File: config.mk
export PLATFORM = sky130hd
export DESIGN_NAME = bus_cycle_bridge
export DESIGN_NICKNAME = d
export VERILOG_FILES = /design/src/rtl/bcb_pkg.sv /design/src/rtl/bcb_host_regs.sv /design/src/rtl/bcb_cmd_decode.sv /design/src/rtl/bcb_cycle_fsm.sv /design/src/rtl/bus_cycle_bridge.sv
export SDC_FILE = /design/constraint.sdc
export NUM_CORES = 1
export LEC_CHECK = 0
export ABC_CLOCK_PERIOD_IN_PS = 4300
export BUFFER_PORTS_ARGS = -buffer_cell sky130_fd_sc_hd__buf_2
export CAP_MARGIN = 20
export CORE_ASPECT_RATIO = 0.8
export CORE_MARGIN = 2
export CORE_UTILIZATION = 40
export DETAILED_ROUTE_END_ITERATION = 10
export PLACE_DENSITY_LB_ADDON = 0.3
export SYNTH_ARGS = -nofsm -noshare
export SYNTH_HDL_FRONTEND = slang
export SYNTH_SLANG_ARGS = --single-unit
File: constraint.sdc
create_clock -name clk -period 4.3 [get_ports clk]
set_clock_uncertainty 0.15 [all_clocks]
set_input_delay 0 -clock clk [delete_from_list [all_inputs] [get_ports clk]]
set_output_delay 0 -clock clk [all_outputs]
set_load 0.02 [all_outputs]
File: src/rtl/bcb_pkg.sv
package bcb_pkg;

    localparam logic [2:0] IDX_CMD  = 3'd4;
    localparam logic [2:0] IDX_DATA = 3'd5;
    localparam logic [2:0] IDX_PAGE = 3'd6;
    localparam logic [2:0] IDX_ADDR = 3'd7;

    localparam logic [15:0] CMD_B_MRD   = 16'h0001;
    localparam logic [15:0] CMD_B_MWR   = 16'h0002;
    localparam logic [15:0] CMD_B_IORD  = 16'h0004;
    localparam logic [15:0] CMD_B_IOWR  = 16'h0008;
    localparam logic [15:0] CMD_BUS_RST = 16'h0020;
    localparam logic [15:0] CMD_W_MRD   = 16'h8201;
    localparam logic [15:0] CMD_W_MWR   = 16'h8102;
    localparam logic [15:0] CMD_W_IORD  = 16'h8604;
    localparam logic [15:0] CMD_W_IOWR  = 16'h8508;

    typedef enum logic [2:0] {
        K_NONE,
        K_MEM_RD,
        K_MEM_WR,
        K_IO_RD,
        K_IO_WR,
        K_BUS_RST
    } cyc_kind_t;

    typedef enum logic [2:0] {
        S_IDLE,
        S_SETUP,
        S_STROBE,
        S_RSTPULSE,
        S_RECOVER
    } fsm_state_t;

    typedef struct packed {
        cyc_kind_t kind;
        logic      wide;
    } cyc_sel_t;

    function automatic logic kind_is_read(input cyc_kind_t k);
        return (k == K_MEM_RD) || (k == K_IO_RD);
    endfunction

    function automatic logic kind_is_write(input cyc_kind_t k);
        return (k == K_MEM_WR) || (k == K_IO_WR);
    endfunction

    function automatic logic kind_is_io(input cyc_kind_t k);
        return (k == K_IO_RD) || (k == K_IO_WR);
    endfunction

    function automatic logic [15:0] fit_lane(input logic wide, input logic [15:0] v);
        return wide ? v : {8'h00, v[7:0]};
    endfunction

endpackage

File: src/rtl/bcb_host_regs.sv
module bcb_host_regs
    import bcb_pkg::*;
#(
    parameter int PAGE_W = 8
) (
    input  logic              clk,
    input  logic              rst_n,
    input  logic              wr_en,
    input  logic [2:0]        wr_idx,
    input  logic [15:0]       wr_data,
    output logic [PAGE_W-1:0] page_q,
    output logic [15:0]       lo_q,
    output logic [15:0]       cmd_q
);

    always_ff @(posedge clk or negedge rst_n) begin
        if (!rst_n) begin
            page_q <= '0;
            lo_q   <= '0;
            cmd_q  <= '0;
        end else if (wr_en) begin
            unique case (wr_idx)
                IDX_CMD:  cmd_q  <= wr_data;
                IDX_PAGE: page_q <= wr_data[PAGE_W-1:0];
                IDX_ADDR: lo_q   <= wr_data;
                default:  ;
            endcase
        end
    end

endmodule

File: src/rtl/bcb_cmd_decode.sv
module bcb_cmd_decode
    import bcb_pkg::*;
(
    input  logic [15:0] cmd,
    output cyc_sel_t    sel
);

    always_comb begin
        sel.kind = K_NONE;
        sel.wide = 1'b0;
        unique case (cmd)
            CMD_B_MRD:   sel.kind = K_MEM_RD;
            CMD_B_MWR:   sel.kind = K_MEM_WR;
            CMD_B_IORD:  sel.kind = K_IO_RD;
            CMD_B_IOWR:  sel.kind = K_IO_WR;
            CMD_BUS_RST: sel.kind = K_BUS_RST;
            CMD_W_MRD:   begin sel.kind = K_MEM_RD; sel.wide = 1'b1; end
            CMD_W_MWR:   begin sel.kind = K_MEM_WR; sel.wide = 1'b1; end
            CMD_W_IORD:  begin sel.kind = K_IO_RD;  sel.wide = 1'b1; end
            CMD_W_IOWR:  begin sel.kind = K_IO_WR;  sel.wide = 1'b1; end
            default:     ;
        endcase
    end

endmodule

File: src/rtl/bcb_cycle_fsm.sv
module bcb_cycle_fsm
    import bcb_pkg::*;
#(
    parameter int PAGE_W  = 8,
    parameter int TIMEOUT = 16,
    parameter int RST_LEN = 4
) (
    input  logic                clk,
    input  logic                rst_n,
    input  logic                start_req,
    input  cyc_sel_t            sel,
    input  logic [PAGE_W-1:0]   page,
    input  logic [15:0]         lo,
    input  logic [15:0]         wdata,
    input  logic                ext_ack,
    input  logic [15:0]         ext_rdata,
    output logic                busy,
    output logic                timed_out,
    output logic [15:0]         data_q,
    output logic [PAGE_W+15:0]  ext_addr,
    output logic [15:0]         ext_wdata,
    output logic                ext_word,
    output logic                mem_rd,
    output logic                mem_wr,
    output logic                io_rd,
    output logic                io_wr,
    output logic                bus_rst
);

    localparam int ADDR_W = PAGE_W + 16;
    localparam int LIMIT  = (TIMEOUT > RST_LEN) ? TIMEOUT : RST_LEN;
    localparam int CNT_W  = $clog2(LIMIT + 1);
    localparam logic [CNT_W-1:0] TO_LAST  = CNT_W'(TIMEOUT - 1);
    localparam logic [CNT_W-1:0] RST_LAST = CNT_W'(RST_LEN - 1);

    fsm_state_t        state_q, state_d;
    cyc_kind_t         kind_q;
    logic              wide_q;
    logic [ADDR_W-1:0] addr_q;
    logic [15:0]       wd_q;
    logic [CNT_W-1:0]  cnt_q;
    logic              to_q;
    logic [15:0]       data_r;
    logic              launch;
    logic              to_end;
    logic              rst_end;
    logic [ADDR_W-1:0] launch_addr;

    assign launch  = (state_q == S_IDLE) && start_req && (sel.kind != K_NONE);
    assign to_end  = (cnt_q == TO_LAST);
    assign rst_end = (cnt_q == RST_LAST);

    always_comb begin
        if (kind_is_io(sel.kind)) begin
            launch_addr = {{PAGE_W{1'b0}}, lo};
        end else if (sel.kind == K_BUS_RST) begin
            launch_addr = '0;
        end else begin
            launch_addr = {page, lo};
        end
    end

    // next-state logic
    always_comb begin
        state_d = state_q;
        unique case (state_q)
            S_IDLE:     if (launch) state_d = S_SETUP;
            S_SETUP:    state_d = (kind_q == K_BUS_RST) ? S_RSTPULSE : S_STROBE;
            S_STROBE:   if (ext_ack || to_end) state_d = S_RECOVER;
            S_RSTPULSE: if (rst_end) state_d = S_RECOVER;
            S_RECOVER:  state_d = S_IDLE;
            default:    state_d = S_IDLE;
        endcase
    end

    // state register
    always_ff @(posedge clk or negedge rst_n) begin
        if (!rst_n) begin
            state_q <= S_IDLE;
        end else begin
            state_q <= state_d;
        end
    end

    // cycle datapath: latched cycle description, counter, captured data
    always_ff @(posedge clk or negedge rst_n) begin
        if (!rst_n) begin
            kind_q <= K_NONE;
            wide_q <= 1'b0;
            addr_q <= '0;
            wd_q   <= '0;
            cnt_q  <= '0;
            to_q   <= 1'b0;
            data_r <= '0;
        end else begin
            unique case (state_q)
                S_IDLE: begin
                    if (launch) begin
                        kind_q <= sel.kind;
                        wide_q <= sel.wide;
                        addr_q <= launch_addr;
                        to_q   <= 1'b0;
                        if (kind_is_write(sel.kind)) begin
                            wd_q   <= fit_lane(sel.wide, wdata);
                            data_r <= fit_lane(sel.wide, wdata);
                        end else begin
                            wd_q <= '0;
                        end
                    end
                end
                S_SETUP: cnt_q <= '0;
                S_STROBE: begin
                    if (ext_ack) begin
                        if (kind_is_read(kind_q)) data_r <= fit_lane(wide_q, ext_rdata);
                    end else if (to_end) begin
                        to_q <= 1'b1;
                        if (kind_is_read(kind_q)) data_r <= fit_lane(wide_q, 16'hFFFF);
                    end else begin
                        cnt_q <= cnt_q + 1'b1;
                    end
                end
                S_RSTPULSE: cnt_q <= cnt_q + 1'b1;
                S_RECOVER:  ;
                default:    ;
            endcase
        end
    end

    // outputs
    always_comb begin
        busy      = (state_q != S_IDLE);
        ext_addr  = busy ? addr_q : '0;
        ext_wdata = busy ? wd_q : '0;
        ext_word  = busy && wide_q;
        mem_rd    = (state_q == S_STROBE) && (kind_q == K_MEM_RD);
        mem_wr    = (state_q == S_STROBE) && (kind_q == K_MEM_WR);
        io_rd     = (state_q == S_STROBE) && (kind_q == K_IO_RD);
        io_wr     = (state_q == S_STROBE) && (kind_q == K_IO_WR);
        bus_rst   = (state_q == S_RSTPULSE);
        timed_out = to_q;
        data_q    = data_r;
    end

endmodule

File: src/rtl/bus_cycle_bridge.sv
module bus_cycle_bridge
    import bcb_pkg::*;
#(
    parameter int PAGE_W  = 8,
    parameter int TIMEOUT = 16,
    parameter int RST_LEN = 4
) (
    input  logic               clk,
    input  logic               rst_n,
    input  logic               host_wr,
    input  logic [2:0]         host_addr,
    input  logic [15:0]        host_wdata,
    output logic [15:0]        host_rdata,
    output logic [PAGE_W+15:0] ext_addr,
    output logic [15:0]        ext_wdata,
    input  logic [15:0]        ext_rdata,
    output logic               ext_word,
    output logic               ext_mem_rd,
    output logic               ext_mem_wr,
    output logic               ext_io_rd,
    output logic               ext_io_wr,
    output logic               ext_bus_rst,
    input  logic               ext_ack
);

    logic [PAGE_W-1:0] page_q;
    logic [15:0]       lo_q;
    logic [15:0]       cmd_q;
    cyc_sel_t          sel;
    logic              busy;
    logic              timed_out;
    logic [15:0]       data_q;
    logic              start_req;
    logic [15:0]       status;

    assign start_req = host_wr && (host_addr == IDX_DATA);

    bcb_host_regs #(.PAGE_W(PAGE_W)) u_regs (
        .clk     (clk),
        .rst_n   (rst_n),
        .wr_en   (host_wr),
        .wr_idx  (host_addr),
        .wr_data (host_wdata),
        .page_q  (page_q),
        .lo_q    (lo_q),
        .cmd_q   (cmd_q)
    );

    bcb_cmd_decode u_dec (
        .cmd (cmd_q),
        .sel (sel)
    );

    bcb_cycle_fsm #(
        .PAGE_W  (PAGE_W),
        .TIMEOUT (TIMEOUT),
        .RST_LEN (RST_LEN)
    ) u_fsm (
        .clk       (clk),
        .rst_n     (rst_n),
        .start_req (start_req),
        .sel       (sel),
        .page      (page_q),
        .lo        (lo_q),
        .wdata     (host_wdata),
        .ext_ack   (ext_ack),
        .ext_rdata (ext_rdata),
        .busy      (busy),
        .timed_out (timed_out),
        .data_q    (data_q),
        .ext_addr  (ext_addr),
        .ext_wdata (ext_wdata),
        .ext_word  (ext_word),
        .mem_rd    (ext_mem_rd),
        .mem_wr    (ext_mem_wr),
        .io_rd     (ext_io_rd),
        .io_wr     (ext_io_wr),
        .bus_rst   (ext_bus_rst)
    );

    always_comb begin
        status     = '0;
        status[0]  = busy;
        status[1]  = timed_out;
        status[6]  = lo_q[0];
        status[8]  = cmd_q[6];
        status[9]  = lo_q[8];
        status[10] = page_q[0];
    end

    always_comb begin
        unique case (host_addr)
            IDX_CMD:  host_rdata = status;
            IDX_DATA: host_rdata = data_q;
            IDX_PAGE: host_rdata = 16'(page_q);
            IDX_ADDR: host_rdata = lo_q;
            default:  host_rdata = '0;
        endcase
    end

endmodule

# [Yosys cells after proc, flatten, opt, wreduce, memory -nomap -nowiden]
# Cells that the tools add are included.
[word_totals] ff_bits=109 inputBits=39 output_inout_bits=62 elab_cells=108
[op_classes] n_addsub=1 eq_ne=36 n_mux=30 n_reduce_logical=30
[ops] op="16-bit two-way mux" n=11
[ops] op="24-bit two-way mux" n=3
[ops] op="16-bit equality test, second input constant" n=4
[ops] op="16-bit one-hot mux with 4 select lines" n=1
[ops] op="16-bit one-hot mux with 2 select lines" n=1
[ops] op="3-bit equality test, second input constant" n=8
[ops] op="3-bit by 2-bit equality test with 1-bit output, second input constant" n=6
[ops] op="16-bit by 1-bit equality test with 1-bit output, second input constant" n=1
[ops] op="16-bit by 2-bit equality test with 1-bit output, second input constant" n=1
[ops] op="16-bit by 3-bit equality test with 1-bit output, second input constant" n=1
[ops] op="16-bit by 4-bit equality test with 1-bit output, second input constant" n=1
[ops] op="16-bit by 6-bit equality test with 1-bit output, second input constant" n=1
[ops] op="3-bit one-hot mux with 5 select lines" n=1
[ops] op="5-bit one-hot mux with 3 select lines" n=1
[ops] op="3-bit one-hot mux with 4 select lines" n=1
[ops] op="5-bit two-way mux" n=2
[ops] op="2-bit by 1-bit inequality test with 1-bit output, second input constant" n=5
[ops] op="3-bit two-way mux" n=3
[ops] op="3-bit nonzero test" n=3
[ops] op="1-bit logical AND" n=8
[ops] op="2-bit AND reduction" n=4
[ops] op="2-bit OR reduction" n=4
[ops] op="3-bit by 1-bit equality test with 1-bit output, second input constant" n=2
[ops] op="2-bit inequality test, second input constant" n=3
[ops] op="13 further kinds" n=21

# [Logic depth before layout (Yosys ltp)]
# Gate-level depths: netlist (run 1).
[logic_depth] word_depth=8 ltp_mapped=9 mapped_depth_nobuf=9

# [Cells and area by module]
# From an unflattened synthesis (run 1), not the netlist that was laid out.
[hier_totals] cells_unflattened=513 area_unflattened_um2=5629.1
[modules_own_cells] module="bcb_cycle_fsm" n_inst=1 cells_per_inst=344 area_per_inst_um2=3445.8 seq_area_each_um2=1726.7
[modules_own_cells] module="bcb_host_regs" n_inst=1 cells_per_inst=86 area_per_inst_um2=1550.2 seq_area_each_um2=1001.0
[modules_own_cells] module="bus_cycle_bridge" n_inst=1 cells_per_inst=52 area_per_inst_um2=409.1 seq_area_each_um2=0.0
[modules_own_cells] module="bcb_cmd_decode" n_inst=1 cells_per_inst=31 area_per_inst_um2=224.0 seq_area_each_um2=0.0

# [Worst setup path after synthesis (run 1)]
# OpenSTA, ideal clock, no wires.
[synth_path] path_type="reg2reg" start="reg u_regs.cmd_q[9]" end="reg u_fsm.data_r[6], in the netlist u_fsm.data_q[6]" setup_ps=125 arrival_ps=2123 required_ps=4025 slack_ps=1902 stages_incl_launch_ff=8 period_less_slack_ps=2398 path_cell_list="dfrtp_1 -> buf_2 -> or4bb_1 -> o22ai_1 -> o31ai_4 -> o32ai_4 -> buf_6 -> mux2_4"
[synth_via] elab_chain_len=7
[synth_rtl] element="start, declared" line="bcb_host_regs.sv:13" rtl="output logic [15:0] cmd_q"
[synth_rtl] element="start signal, assigned" line="bcb_host_regs.sv:23" rtl="IDX_CMD: cmd_q <= wr_data;"
[synth_rtl] element="16-bit by 4-bit equality test with 1-bit output, or another cell as far along" line="bcb_cmd_decode.sv:11" rtl="unique case (cmd)"
[synth_rtl] element="2-bit OR reduction (no source line)"
[synth_rtl] element="3-bit one-hot mux with 5 select lines (*)" line="bcb_cmd_decode.sv:11"
[synth_rtl] element="3-bit by 2-bit equality test with 1-bit output, or another cell as far along" line="bcb_pkg.sv:45" rtl="return (k == K_MEM_WR) || (k == K_IO_WR);"
[synth_rtl] element="1-bit logical OR / 1-bit logical AND (equally long branches)" line="bcb_pkg.sv:45, bcb_cycle_fsm.sv:49"
[synth_rtl] element="2-bit inequality test (no source line) / 2-bit by 1-bit inequality test with 1-bit output (equally long branches)"
[synth_rtl] element="5-bit AND reduction (no source line) (*)"
[synth_rtl] element="end signal, assigned" line="bcb_cycle_fsm.sv:105" rtl="data_r <= fit_lane(sel.wide, wdata);"
[synth_rtl] element="end signal, assigned" line="bcb_cycle_fsm.sv:114" rtl="if (kind_is_read(kind_q)) data_r <= fit_lane(wide_q, ext_rdata);"
[synth_rtl] element="end signal, assigned" line="bcb_cycle_fsm.sv:117" rtl="if (kind_is_read(kind_q)) data_r <= fit_lane(wide_q, 16'hFFFF);"
[synth_rtl] element="end, declared" line="bcb_cycle_fsm.sv:43" rtl="logic [15:0] data_r;"
# Every way passes the cells marked *; elsewhere a longest branch is shown, timed or not.
# A chain may end at the register's enable or synchronous reset.

# [Worst setup path in the final report (run 1)]
[layout_path] start="reg u_fsm.state_q[2]" end="reg u_fsm.data_r[0], in the netlist u_fsm.data_q[0]"
[layout_via] elab_chain_len=5
[layout_rtl] element="start, declared" line="bcb_cycle_fsm.sv:36" rtl="fsm_state_t state_q, state_d;"
[layout_rtl] element="start signal, assigned" line="bcb_cycle_fsm.sv:81" rtl="state_q <= state_d;"
[layout_rtl] element="3-bit logical NOT" line="bcb_cycle_fsm.sv:49, bcb_cycle_fsm.sv:96"
[layout_rtl] element="1-bit logical AND (2 in a row)" line="bcb_cycle_fsm.sv:49" rtl="assign launch = (state_q == S_IDLE) && start_req && (sel.kind != K_NONE);"
[layout_rtl] element="2-bit by 1-bit inequality test with 1-bit output (no source line)"
[layout_rtl] element="5-bit AND reduction (no source line)"
# Several ways; a longest one is shown, not always the timed one.

==> results of run 1 <==
cells in the mapped netlist (3+ instances only):
library cell	count	share of area (%)
buf_2	3	0.26
clkbuf_1	26	1.7
nor3_1	8	0.70
xor2_1	3	0.46
a21oi_1	23	2.0
nand4_1	7	0.77
and2_1	6	0.66
a32oi_1	3	0.46
dfrtp_1	109	48
o22ai_1	4	0.44
mux2i_1	15	2.6
nand2_1	101	6.7
a22oi_1	5	0.66
nand2b_1	3	0.33
nand4b_1	3	0.46
nor2_1	32	2.1
and3_1	3	0.33
nand3_1	48	4.2
inv_1	31	2.0
nor2b_1	48	5.3
o21ai_0	12	1.1
o31ai_1	3	0.40
mux2_2	47	9.3
a31oi_1	8	0.88
through the flow:
step	total power, mW	utilization, %	worst slack, ns	hold WS (ns)	instance area (µm²)
5_1_grt	2.573	50.93	1.257	0.04458	6998
6_report	2.465	50.93	1.388	0.02321	6998
3_3_place_gp	1.599	46.13	1.442	0.06200	6339
2_1_floorplan	1.459	-	1.902	-0.4456	5693
4_1_cts	2.474	50.66	1.411	0.03041	6960
3_5_place_dp	1.606	46.13	1.425	0.08629	6339
critical path, cell delays in order, from the launching register on:
cell and delay (ns):
dfrtp_1 0.44, nand2b_1 0.26, nor2_1 0.13, buf_4 0.26, nand3b_1 0.25, o32ai_4 0.89
mux2_2 0.42
where the power goes:
group	leakage (nW)	total (mW)	switching, mW	internal (mW)
Clock	0.138	0.847	0.390	0.457
Sequential	1.40	1.24	0.115	1.12
Combinational	1.85	0.380	0.193	0.187
flip-flops by register name (all words and copies together), names as in the netlist, 3 cells and up:
name,count
u_fsm.addr_q,24
u_regs.cmd_q,16
u_fsm.cnt_q,5
u_regs.page_q,8
u_regs.lo_q,16
u_fsm.state_q,3
u_fsm.data_q,16
u_fsm.kind_q,3
u_fsm.wd_q,16
final timing paths:
kind                                   from               end  slack (ns)  cells after the start
max                        u_fsm.state_q[2]   u_fsm.data_q[0]        1.39                      6
min                                 ext_ack   u_fsm.timed_out        0.02                      4
max in group asynchronous             rst_n    u_regs.lo_q[5]        2.59                      5
max reg2reg                u_fsm.state_q[2]   u_fsm.data_q[0]        1.39                      6
min in group asynchronous             rst_n    u_fsm.cnt_q[4]        0.38                      3
min reg2reg                u_fsm.addr_q[22]  u_fsm.addr_q[22]        0.31                      2
area by class of cell:
class,instances,area [µm²],area share [%]
Clock buffer,12,236.5,3.379
Clock inverter,4,55.05,0.7867
Inverter,31,116.4,1.663
Multi-Input combinational cell,423,2714,38.78
Sequential cell,109,2728,38.98
Tap cell,180,225.2,3.218
Timing Repair Buffer,142,923.4,13.20
cells by family (layout without fill, tap and decap cells):
kind of cell             Yosys count  count (layout)  share of synthesized area [%]
flip-flops                       109             109                          47.91
multiplexers                      66              66                          13.25
XOR/XNOR                           5               5                         0.7694
AND/OR/NAND/NOR                  277             277                          24.31
AO/OA/AOI/OAI                     73              73                          8.704
adder cells (fa/ha/maj)            2               2                         0.4395
buffers and inverters             65             189                          4.615
per-layer routing:
metal,vias up,GRT usage (%)
met5,-,0
met4,0,4.467
met3,15,5.670
met2,114,33.70
met1,2397,32.59
li1,2287,-
==> results.md, run 1 <==
- Status: finished clean
- Synthesized net count: 638
- Hold Fails Final Rpt: 0
- Slew HR: 36.38%
- DR vias: 4813
- DRC viols: 0
- Tcrit/Tclk final: 67.72%
- Synthesized area: 5693 µm²
- Post-Route WL: 16250 µm
- Worst EP required: 4.39 ns
- Post-Layout Cell Count: 901
- Starting DRT DRC Count: 322
- CTS Buf Count: 9
- Cell count after synthesis: 597
- RSZ-0062 raised after global routing: false
- Worst-path clk slew: 0.08 ns
- Most common cell after layout, fill and taps aside: dfrtp_1
- Wire length per cell: 18.04 µm
- Worst vdd ir: 0.2400 mV
- Tot GR Track Use: 22.35%
- Worst-Margin Slew: 0.9543 ns
- Hold-fix buffer count after cts: 33
- Max cap viols: 0
- Bufs on Longest Clock Path: 2
- Vias in the first global route: 4782
- Worst Path Class, Setup: reg2reg
- Placed Instances: 850
- Top Metal Used: met4
- Slew Viols, Final: 0
- Post-route setup TNS: 0 ns
- Syn_area_per_cell: 9.536 µm²
- Pleak: 3.387 nW
- Routability cong.: 0.9003
- # Post-CTS Setup Buffers: 0
- H-tree Lvls: 3
- Final setup vio count: 0
- Initial antenna violation count: 0
- Die outline height: 110.7 µm
- FFs w/ async S/R, synth: 100.0%
- Ratio of cells with drive above 1 in the final layout: 25.24%
- Met3 wire len: 804 µm
- Global-route wire length before repair: 26140 µm
- Commonest non-fill, non-tap cells in the layout: 109 x dfrtp_1, 101 x nand2_1, 99 x buf_2
- Post-synth EDFFs: 0
- Dpl hpwl: 11460 µm
- Core Box Area: 13740 µm²
- TritonCTS clock tree: done
- CTS-repair resized insts: 0
- Worst Setup End Kind: flip-flop
- CP Max Fanout: 22
- Synth cell types: 56
- Routed wl met2: 7455 µm
- Clock Tree Root: clkbuf_16
- Worst hold path class: in2reg
- Die area: 15210 µm²
- PortBufs: 100
- Startpoint Class: flip-flop
- I/O pin total: 101
- M1 WL: 7805 µm
- Area growth, synth to finish: 22.92%
- Die W: 137.4 µm
- Post-synthesis register bit count: 109
- Register area share after synthesis: 47.91%
- Synth Warn #: 0
- FILL cells: 1303
- Drt first pass iters: 4
- CTS sink cnt: 109
- Max frequency: 0.3434 GHz
- WP data arrival: 3.00 ns
- GR Overflow Total: 0
- Clock Latency Late Sink: 0.36 ns
- Final min period: 2.912 ns
- Post-route ant nets: 0
- Starting Density: 41.43%
- Row count: 38
- Ys flop type: dfrtp_1
- PwrDens: 352.3 nW/µm²
- Largest net degree at the start of global routing: 77
- ANT cells: 0
- Vias per Instance: 5.342
- Nets@finish: 757
Power figures use the tool's default switching activity.
==> run 2: changes to the inputs <==
--- a/config.mk
+++ b/config.mk
@@ -5,7 +5,7 @@
 export SDC_FILE = /design/constraint.sdc
 export NUM_CORES = 1
 export LEC_CHECK = 0
-export ABC_CLOCK_PERIOD_IN_PS = 4300
+export ABC_CLOCK_PERIOD_IN_PS = 2300
 export BUFFER_PORTS_ARGS = -buffer_cell sky130_fd_sc_hd__buf_2
 export CAP_MARGIN = 20
 export CORE_ASPECT_RATIO = 0.8
==> constraint.sdc (replaced) <==
create_clock -name clk -period 2.3 [get_ports clk]
set_clock_uncertainty 0.15 [all_clocks]
set_input_delay 0 -clock clk [delete_from_list [all_inputs] [get_ports clk]]
set_output_delay 0 -clock clk [all_outputs]
set_load 0.02 [all_outputs]
==> results.md, run 2 (same netlist as run 1, synthesis figures left out) <==
- Ratio of cells with drive above 1 in the final layout: 32.85%
- Final min period: 2.281 ns
- Worst hold path class: in2reg
- Worst hold margin: 0.001841 ns
- Final setup vio count: 0
- Clock Latency Late Sink: 0.36 ns
- Die outline height: 110.7 µm
- RSZ-0062 raised after global routing: true
- TritonCTS clock tree: done
- PwrDens: 657.7 nW/µm²
- Worst vdd ir: 0.3789 mV
- Max frequency: 0.4384 GHz
- Status: finished clean
- Worst-path clk slew: 0.08 ns
- Final Util: 54.51%
- Slew HR: 57.41%
- Core Box Area: 13740 µm²
- GR Overflow Total: 0
- DR vias: 4956
- Wire length per cell: 17.30 µm
- CTS sink cnt: 109
- Dpl hpwl: 12040 µm
- Post-Route WL: 16330 µm
- PortBufs: 100
- Drt first pass iters: 4
- Worst-Margin Slew: 0.6388 ns
- Worst Path Class, Setup: reg2reg
- Post-route ant nets: 0
- Largest register FFs: 24
- Row count: 38
- Clock Tree Root: clkbuf_16
- Die W: 137.4 µm
- Slew Viols, Final: 0
- Largest net degree at the start of global routing: 49
- Post-route setup TNS: 0 ns
- CP Max Fanout: 9
- Final instance area: 7490 µm²
- Starting Density: 41.43%
- I/O pin total: 101
- Placed cell area: 6715 µm²
- Die area: 15210 µm²
- Tot GR Track Use: 22.52%
- DRC viols: 0
- Hold Fails Final Rpt: 0
- Vias per Instance: 5.250
- WP data arrival: 2.38 ns
- Pleak: 3.641 nW
- Worst Setup End Kind: flip-flop
- Initial antenna violation count: 0
- ANT cells: 0
- Vias in the first global route: 4909
- Nets@finish: 800
- Startpoint Class: flip-flop
- Global-route wire length before repair: 26490 µm
- CTS Buf Count: 9
- Max cap viols: 0
- Worst EP required: 2.40 ns
- Biggest register: u_fsm.addr_q
- Bufs on Longest Clock Path: 2
- H-tree Lvls: 3
- Starting DRT DRC Count: 421
- Area growth, synth to finish: 31.56%
- Total Power: 4.926 mW
- Commonest non-fill, non-tap cells in the layout: 102 x dfrtp_1, 101 x nand2_1, 99 x buf_2
- Most common cell after layout, fill and taps aside: dfrtp_1
- Tcrit/Tclk final: 99.17%
- Routability cong.: 0.9387
## run 2: cell type report
type                    instances  area (µm²)
clock buffers                   9       225.2
clock inverters                 7       108.9
fillers                      1242        6251
inverters                      31       116.4
multi-input cells             423        2803
flip-flops and latches        109        2736
well taps                     180       225.2
repair buffers                185        1275
## run 2: worst paths after layout
check                                      from              end  slack, ns  cells past startpoint
worst max-delay path            u_regs.cmd_q[8]  u_fsm.data_q[7]       0.02                      8
worst min-delay path               ext_rdata[6]  u_fsm.data_q[6]      0.002                      4
worst max register to register  u_regs.cmd_q[8]  u_fsm.data_q[7]       0.02                      8
worst min register to register  u_fsm.addr_q[2]  u_fsm.addr_q[2]       0.31                      2
max in group asynchronous                 rst_n  u_fsm.addr_q[9]       1.22                      3
min in group asynchronous                 rst_n   u_fsm.cnt_q[2]       0.05                      2
## run 2: per-layer routing
metal | GRT usage, % | part of all wire [%] | vias to the layer above
li1 | - | - | 2376
met1 | 32.70 | 46 | 2435
met2 | 34.73 | 47 | 131
met3 | 4.938 | 5.9 | 14
met4 | 4.399 | 1.1 | 0
met5 | 0 | 0 | -
## run 2: timing repair
| item | 4_1_cts | 5_1_grt |
|---|---|---|
| gates cloned | 0 | 0 |
| hold endpoints to repair | 117 | 0 |
| resized for setup | 9 | 13 |
| hold buffers | 31 | 0 |
| buffers inserted | 1 | 5 |
| setup endpoints to repair | 31 | 58 |
| pin swaps | 6 | 7 |
## run 2: where the power goes
group / internal [mW] / total (mW) / switching, mW
Sequential: 2.11 / 2.33 / 0.220
Combinational: 0.471 / 0.877 / 0.406
Clock: 0.973 / 1.72 / 0.750
Total: 3.55 / 4.93 / 1.38
## run 2: stage by stage
step | instances | worst slack (ns)
6_report | 944 | 0.01920
5_1_grt | 944 | -0.09096
4_1_cts | 939 | 0.001113
3_5_place_dp | 891 | -0.04891
3_3_place_gp | 891 | -0.02069
2_1_floorplan | 597 | -0.01221
## run 2: critical path: stages (launching register included)
cell     delay [ns]
dfrtp_2        0.49
xnor2_2        0.17
a32oi_1        0.24
buf_4          0.17
a21oi_4        0.06
o31ai_4        0.30
o32ai_4        0.14
buf_12         0.17
mux2_4         0.28
